--- src/rtl/cfs_pkg.sv ---
package cfs_pkg;
  typedef enum logic [1:0] {
    ST_IDLE    = 2'd0,
    ST_PUSH_RA = 2'd1,
    ST_PUSH_FP = 2'd2,
    ST_COMMIT  = 2'd3
  } cfs_state_e;
endpackage

--- src/rtl/cfs_ctrl.sv ---
module cfs_ctrl
  import cfs_pkg::*;
(
  input  logic       clk,
  input  logic       rst_n,
  input  logic       go_i,
  input  logic       ack_i,
  output cfs_state_e state_o,
  output logic       capture_o,
  output logic       busy_o,
  output logic       req_o,
  output logic       commit_o
);
  cfs_state_e state_q, state_d;

  always_comb begin
    state_d = state_q;
    unique case (state_q)
      ST_IDLE:    if (go_i)  state_d = ST_PUSH_RA;
      ST_PUSH_RA: if (ack_i) state_d = ST_PUSH_FP;
      ST_PUSH_FP: if (ack_i) state_d = ST_COMMIT;
      ST_COMMIT:             state_d = ST_IDLE;
      default:               state_d = ST_IDLE;
    endcase
  end

  always_ff @(posedge clk or negedge rst_n) begin
    if (!rst_n) state_q <= ST_IDLE;
    else        state_q <= state_d;
  end

  assign state_o   = state_q;
  assign capture_o = (state_q == ST_IDLE) && go_i;
  assign busy_o    = (state_q != ST_IDLE);
  assign req_o     = (state_q == ST_PUSH_RA) || (state_q == ST_PUSH_FP);
  assign commit_o  = (state_q == ST_COMMIT);
endmodule

--- src/rtl/cfs_hold_reg.sv ---
module cfs_hold_reg #(
  parameter int W = 32
) (
  input  logic         clk,
  input  logic         en_i,
  input  logic [W-1:0] d_i,
  output logic [W-1:0] q_o
);
  logic [W-1:0] q_q, q_d;

  always_comb q_d = en_i ? d_i : q_q;

  always_ff @(posedge clk) q_q <= q_d;

  assign q_o = q_q;
endmodule

--- src/rtl/cfs_addr_calc.sv ---
module cfs_addr_calc #(
  parameter int XLEN       = 32,
  parameter int WORD_BYTES = 4,
  parameter int INSN_BYTES = 2
) (
  input  logic [XLEN-1:0] sp_i,
  input  logic [XLEN-1:0] pc_i,
  output logic [XLEN-1:0] ra_slot_o,
  output logic [XLEN-1:0] fp_slot_o,
  output logic [XLEN-1:0] ret_addr_o
);
  localparam logic [XLEN-1:0] STEP1 = XLEN'(WORD_BYTES);
  localparam logic [XLEN-1:0] STEP2 = XLEN'(2 * WORD_BYTES);
  localparam logic [XLEN-1:0] ILEN  = XLEN'(INSN_BYTES);

  assign ra_slot_o  = sp_i - STEP1;
  assign fp_slot_o  = sp_i - STEP2;
  assign ret_addr_o = pc_i + ILEN;
endmodule

--- src/rtl/call_frame_seq.sv ---
module call_frame_seq
  import cfs_pkg::*;
#(
  parameter int XLEN       = 32,
  parameter int INSTR_W    = 16,
  parameter int OPC_LSB    = 9,
  parameter int SEL_LSB    = 6,
  parameter int SEL_W      = 3,
  parameter int CALL_OPC   = 8'h18,
  parameter int WORD_BYTES = 4,
  parameter int INSN_BYTES = 2
) (
  input  logic               clk,
  input  logic               rst_n,
  input  logic               start_i,
  input  logic [INSTR_W-1:0] instr_i,
  output logic [SEL_W-1:0]   tgt_sel_o,
  input  logic [XLEN-1:0]    tgt_val_i,
  input  logic [XLEN-1:0]    pc_i,
  input  logic [XLEN-1:0]    fp_i,
  input  logic [XLEN-1:0]    sp_i,
  output logic               wr_req_o,
  output logic [XLEN-1:0]    wr_addr_o,
  output logic [XLEN-1:0]    wr_data_o,
  input  logic               wr_ack_i,
  output logic               reg_we_o,
  output logic [XLEN-1:0]    reg_wdata_o,
  output logic               pc_we_o,
  output logic [XLEN-1:0]    pc_wdata_o,
  output logic               busy_o,
  output logic               done_o
);
  localparam int OPC_W = INSTR_W - OPC_LSB;
  localparam int NOPS  = 4;

  cfs_state_e state;
  logic       is_call, go, capture, req, commit;
  logic [OPC_W-1:0] opc;

  assign opc       = instr_i[INSTR_W-1:OPC_LSB];
  assign is_call   = (opc == OPC_W'(CALL_OPC));
  assign go        = start_i && is_call;
  assign tgt_sel_o = instr_i[SEL_LSB +: SEL_W];

  cfs_ctrl u_ctrl (
    .clk       (clk),
    .rst_n     (rst_n),
    .go_i      (go),
    .ack_i     (wr_ack_i),
    .state_o   (state),
    .capture_o (capture),
    .busy_o    (busy_o),
    .req_o     (req),
    .commit_o  (commit)
  );

  // Operand capture: 0 target, 1 pc, 2 fp, 3 sp
  logic [XLEN-1:0] op_in [NOPS];
  logic [XLEN-1:0] op_q  [NOPS];
  assign op_in[0] = tgt_val_i;
  assign op_in[1] = pc_i;
  assign op_in[2] = fp_i;
  assign op_in[3] = sp_i;

  for (genvar g = 0; g < NOPS; g++) begin : g_hold
    cfs_hold_reg #(.W(XLEN)) u_hold (
      .clk  (clk),
      .en_i (capture),
      .d_i  (op_in[g]),
      .q_o  (op_q[g])
    );
  end

  logic [XLEN-1:0] ra_slot, fp_slot, ret_addr;

  cfs_addr_calc #(
    .XLEN       (XLEN),
    .WORD_BYTES (WORD_BYTES),
    .INSN_BYTES (INSN_BYTES)
  ) u_calc (
    .sp_i       (op_q[3]),
    .pc_i       (op_q[1]),
    .ra_slot_o  (ra_slot),
    .fp_slot_o  (fp_slot),
    .ret_addr_o (ret_addr)
  );

  always_comb begin
    if (state == ST_PUSH_FP) begin
      wr_addr_o = fp_slot;
      wr_data_o = op_q[2];
    end else begin
      wr_addr_o = ra_slot;
      wr_data_o = ret_addr;
    end
  end

  assign wr_req_o    = req;
  assign reg_we_o    = commit;
  assign pc_we_o     = commit;
  assign done_o      = commit;
  assign reg_wdata_o = fp_slot;
  assign pc_wdata_o  = op_q[0];
endmodule

--- config.mk ---
export PLATFORM = sky130hd
export DESIGN_NAME = call_frame_seq
export DESIGN_NICKNAME = d
export VERILOG_FILES = /design/src/rtl/cfs_pkg.sv /design/src/rtl/cfs_ctrl.sv /design/src/rtl/cfs_hold_reg.sv /design/src/rtl/cfs_addr_calc.sv /design/src/rtl/call_frame_seq.sv
export SDC_FILE = /design/constraint.sdc
export NUM_CORES = 1
export LEC_CHECK = 0
export BUFFER_PORTS_ARGS = -buffer_cell sky130_fd_sc_hd__buf_2
export CAP_MARGIN = 20
export CORE_MARGIN = 4
export CORE_UTILIZATION = 40
export CTS_CLUSTER_SIZE = 16
export DETAILED_ROUTE_END_ITERATION = 7
export GPL_TIMING_DRIVEN = 1
export PLACE_DENSITY_LB_ADDON = 0.3
export SLEW_MARGIN = 40
export SYNTH_ARGS = -nofsm -noshare
export SYNTH_HDL_FRONTEND = slang
export SYNTH_SLANG_ARGS = --single-unit
--- constraint.sdc ---
create_clock -name clk -period 12 [get_ports clk]
set_input_delay 1.2 -clock clk [delete_from_list [all_inputs] [get_ports clk]]
set_output_delay 1.2 -clock clk [all_outputs]
set_load 0.01 [all_outputs]
# Word level (Yosys, flattened, before mapping)
# Index checks and enable logic that the tools add are counted.
# Widths: inputs -> output; s select.
[totals]
ff_bits = 130
input_bits = 148
output_inout_bits = 136
word_cells = 27
[classes]
addsub = 3
eq_ne = 7
mux = 6
n_reduce_logical = 6
[op_table]
columns = ["op", "count"]
rows = [
  ["$mux 32", 2],
  ["$add 32x2->32 const B", 1],
  ["$sub 32x3->32 const B", 1],
  ["$sub 32x4->32 const B", 1],
  ["$pmux 2 s4", 1],
  ["$eq 7x5->1 const B", 1],
  ["$mux 2", 3],
  ["$eq 2x2->1 const B", 2],
  ["$ne 2x2->1 const B", 2],
  ["$reduce_and 3->1", 1],
  ["$eq 2x1->1 const B", 1],
  ["$logic_and 1x1->1", 2],
  ["$logic_not 2->1", 1],
  ["$ne 2x1->1 const B", 1],
  ["$reduce_bool 2->1", 1],
  ["$logic_or 1x1->1", 1],
]

# Longest topological paths before layout
[depth]
word_depth = 4
ltp_mapped = 7
mapped_depth_nobuf = 6

# Hierarchy
# From an unflattened synthesis, not the netlist that was laid out.
[unflattened]
hier_cells = 474
hier_area_um2 = 6887.9
[modules_own_cells]
columns = ["module", "instances", "cells_per_inst", "area_each_um2", "seq_area_each_um2"]
rows = [
  ["cfs_hold_reg", 4, 32, 960.9, 960.9],
  ["cfs_addr_calc", 1, 250, 1716.6, 0.0],
  ["call_frame_seq", 1, 80, 1161.1, 0.0],
  ["cfs_ctrl", 1, 16, 166.4, 50.0],
]

# Worst setup path before layout
# No wires, ideal clock.
[synth_timing]
kind = "input port to flip-flop"
start = "in instr_i[10]"
end = "reg g_hold[0].u_hold.q_q[0], enable pin"
setup_ps = 616
arrival_ps = 6902
required_ps = 11384
slack_ps = 4481
cell_stages = 3
path_buffers = 0
path_cell_list = "nor4b_1 > nand2_1 > nor2_1"
[synth_via]
elab_chain_len = 3
[synth_lines]
columns = ["element", "line_no", "text"]
rows = [
  ["from (decl)", "call_frame_seq.sv:16", "input logic [INSTR_W-1:0] instr_i,"],
  ["$eq 7x5->1", "call_frame_seq.sv:41", "assign is_call = (opc == OPC_W'(CALL_OPC));"],
  ["$logic_and 1x1->1", "call_frame_seq.sv:42", "assign go = start_i && is_call;"],
  ["$logic_and 1x1->1", "cfs_ctrl.sv:33", "assign capture_o = (state_q == ST_IDLE) && go_i;"],
  ["via capture", "call_frame_seq.sv:37", "logic is_call, go, capture, req, commit;"],
  ["to (signal assigned)", "cfs_hold_reg.sv:13", "always_ff @(posedge clk) q_q <= q_d;"],
  ["to (decl)", "cfs_hold_reg.sv:9", "logic [W-1:0] q_q, q_d;"],
]
# The timed path passes the listed nets, and every way through them passes these cells.
# A chain may end at the register's enable or synchronous reset.

# Worst setup path in the final report
[layout_timing]
start = "reg g_hold[3].u_hold.q_q[3]"
end = "out reg_wdata_o[21]"
[layout_via]
elab_chain_len = 1
[layout_lines]
columns = ["element", "line_no", "text"]
rows = [
  ["from (decl)", "cfs_hold_reg.sv:9", ""],
  ["from (signal assigned)", "cfs_hold_reg.sv:13", ""],
  ["$sub 32x4->32", "cfs_addr_calc.sv:17", "assign fp_slot_o = sp_i - STEP2;"],
  ["to (decl)", "call_frame_seq.sv:27", "output logic [XLEN-1:0] reg_wdata_o,"],
]
# No other way between the ends.

==> flow_metrics.py <==
metrics = {
    "sta": {
        "finalMaxSlewViolations": 0,
        "rsz0062_at_grt": "no",
        "tns_ps": 0,
        "holdWs_ps": 563.3,
        "fin_crit_ps": 4289,
        "fin_skew_ps": 7.372,
        "setup_violations": 0,
        "fmax_mhz": 233.1,
        "hold_viol": 0,
        "slew-limit-headroom_pct": 50.27,
        "worst_pin_slew_ps": 746.0,
        "period_share_pct": 35.75,
    },
    "synth": {
        "synth_cells": 499,
        "ys_warn_count": 0,
        "syn-cell-area_sq_um": 6339,
        "synthFlopType": "edfxtp_1",
        "netlist.area_leader.share_pct": 60.64,
        "async_reset_ff_share_pct": 1.538,
        "synth_edf_count": 128,
        "synth_nets": 656,
        "synth_top_area_cell": "edfxtp_1",
        "yosysSeqAreaShare_pct": 61.43,
        "ys_ff_latch": 130,
        "synth_area_leaders": "edfxtp_1 (61%), xor2_1 (6.5%), nor2_1 (2.8%)",
        "syn_area_per_cell_sq_um": 12.70,
        "synth_cell_types": 52,
    },
    "grt": {
        "antenna_found_initial": 0,
        "grt_pass1_wl_um": 26520,
        "groute.usage.overall_pct": 18.96,
        "overflow": 0,
        "grt_pass1_vias": 5152,
        "grt_start_max_net_pins": 85,
    },
    "worst_setup_path": {
        "worstReg2RegEnd": "u_ctrl.state_o[1]",
        "endpoint": "reg_wdata_o[21]",
        "critPathTopFamily": "simple AND/OR/NAND/NOR gates",
        "worstSetupStartpoint": "g_hold[3].u_hold.q_o[3]",
        "crit_chain": "inv_1 > ha_1 > nor4b_4 > nand3_1 > nor4_1 > xor2_1 > buf_2",
        "timing.rr.start": "u_ctrl.state_o[0]",
        "crit_path_max_fanout": 15,
        "cp_data_arrival_time_ps": 3090,
        "critical_path_class": "flop to output port",
        "r2r_setup_slack_ps": 10050,
        "worst-path-stages": 7,
        "cp-start-kind": "flop",
        "worst_path_largest_cell_delay_ps": 510,
        "end_kind": "output port",
        "r2r_cells": 6,
        "worst-path-buf-inv": 2,
        "worst_ep_required_time_ps": 10800,
        "cpMaxStageDelayCell": "nand3_1",
    },
    "final_layout": {
        "drive_gt1_share_pct": 42.25,
        "nets": 919,
        "syn2layout_area_growth_pct": 32.45,
        "layout_common_cells": "buf_2 (271), edfxtp_1 (128), xor2_1 (47), nor2_1 (47), nand2_1 (35)",
        "layout_commonest_cell": "buf_2",
        "antenna_cells": 0,
    },
    "clock_tree": {
        "cts_sinks": 130,
        "numCtsBuffers": 17,
        "clk_latency_ps": 420,
        "clockBufferDepth": 2,
        "postCtsSetupRepairBufs": 0,
        "root_buffer": "clkbuf_16",
        "clk_pin_slew_ps": 60,
        "htreeDepth": 4,
        "holdBufCountCts": 0,
        "ctsResizeCount": 0,
        "cts_tree": "done",
    },
    "detailed_routing": {
        "viasPerCell": 5.060,
        "drt_first_pass_iters": 4,
        "drtAntennaViolNets": 0,
        "via_count": 4984,
        "wl_um": 17050,
        "avgRoutedWirePerCell_um": 17.31,
        "post-route-drc-count": 0,
        "drt_iter0_drc": 209,
    },
    "power_and_ir_drop": {
        "swShare_pct": 27.67,
        "powerDensity_nw_per_um2": 149.5,
        "p_int_mw": 0.9077,
        "ir_drop_mv": 0.09540,
        "seqPwrFrac_pct": 40.5,
        "leakage_nw": 3.321,
        "power_frac_clock_pct": 40.8,
        "switchingPower_mw": 0.3472,
        "p_comb_share_pct": 18.7,
    },
    "floorplan": {
        "core-area_sq_um": 15370,
        "dieWidth_um": 133.9,
        "fp.dieArea_sq_um": 17920,
        "num_rows": 45,
        "io_pins": 284,
        "start_util_pct": 41.24,
        "chipHeight_um": 133.9,
    },
    "placed_design": {
        "io_buffers": 271,
        "globalplace.congestion": 0.8672,
        "hpwl_um": 13130,
    },
    "min_path": {
        "min_path_type": "input pin to asynchronous set/reset pin",
    },
    "run_status": {
        "outcome": "complete, no violations",
    },
    "run": {
        "max-cap-violations": 0,
    },
}
## cell families (layout without fill, tap and decap cells)
| group | after synthesis | count (layout) | synth area share [%] |
|---|---|---|---|
| flops | 130 | 130 | 61.43 |
| mux | 5 | 5 | 0.8488 |
| xor+xnor | 65 | 65 | 8.981 |
| compound gates | 54 | 54 | 5.507 |
| fa+ha+maj | 9 | 9 | 1.777 |
| simple gates | 194 | 194 | 17.92 |
| buf+inv | 42 | 317 | 3.533 |
## Yosys cell counts, drive strengths merged, types with 2 or more instances
cell    instances
o211ai          2
o31a            2
and4            3
or2             2
nand3b          4
dfrtp           2
mux2i           2
nand2b          3
nor4b           2
nand3          16
nand2          35
edfxtp        128
ha              9
and3            4
nor3           23
nor2b           2
nand4          10
o31ai          14
xor2           47
and2            3
buf            22
or4            15
nor2           48
inv            12
or3             5
clkbuf          8
a31oi          17
xnor2          18
nor4           15
mux2            3
o21ai          16
## power groups by stage
stage / Combinational, mW / Sequential, mW / Clock [mW]
after floorplan: 0.137 / 0.516 / 0
after global placement: 0.231 / 0.516 / 0
after detailed placement: 0.237 / 0.517 / 0
after CTS: 0.238 / 0.508 / 0.526
after global routing: 0.258 / 0.508 / 0.548
final: 0.235 / 0.508 / 0.513
## per-stage QoR
step | instances | instance area (sq um) | setup slack (ps) | total power, mW | utilization (%)
after floorplan | 499 | 6339 | 4481 | 0.6538 | -
after global placement | 954 | 7810 | 8257 | 0.7478 | 50.81
after global routing | 985 | 8396 | 7395 | 1.314 | 54.62
after CTS | 985 | 8396 | 7747 | 1.272 | 54.62
final | 985 | 8396 | 7711 | 1.255 | 54.62
after detailed placement | 954 | 7814 | 8195 | 0.7546 | 50.83
## per-layer routing
metal	vias up	track usage (%)	share of wire, %
li1	2386	-	-
met1	2310	20.16	37
met2	257	33.66	51
met3	31	7.089	9.9
met4	0	8.229	2.5
met5	-	0	0
## worst min-delay path by stage
stage / start / to / slack (ps) / depth (start not counted)
4_1_cts: rst_n / u_ctrl.state_o[0] / 540 / 1
6_report: rst_n / u_ctrl.state_o[0] / 560 / 1
2_1_floorplan: u_ctrl.state_o[1] / u_ctrl.state_o[1] / 530 / 1
3_3_place_gp: u_ctrl.state_o[1] / u_ctrl.state_o[1] / 550 / 1
5_1_grt: rst_n / u_ctrl.state_o[0] / 540 / 1
3_5_place_dp: u_ctrl.state_o[1] / u_ctrl.state_o[1] / 610 / 1
## cell type report
cell class / count / area, sq um
fill: 1310 / 6975
multi-input combinational: 327 / 2228
tap: 211 / 264.0
timing repair buffer: 274 / 1383
clock buffer: 18 / 429.2
clock inverter: 13 / 152.6
inverter: 12 / 45.04
sequential: 130 / 3894
## registers in the layout, indices dropped and copies added (netlist names)
| signal | cells |
|---|---|
| g_hold.u_hold.q_o | 128 |
| u_ctrl.state_o | 2 |
No activity file was read; power rests on OpenSTA's default activity.
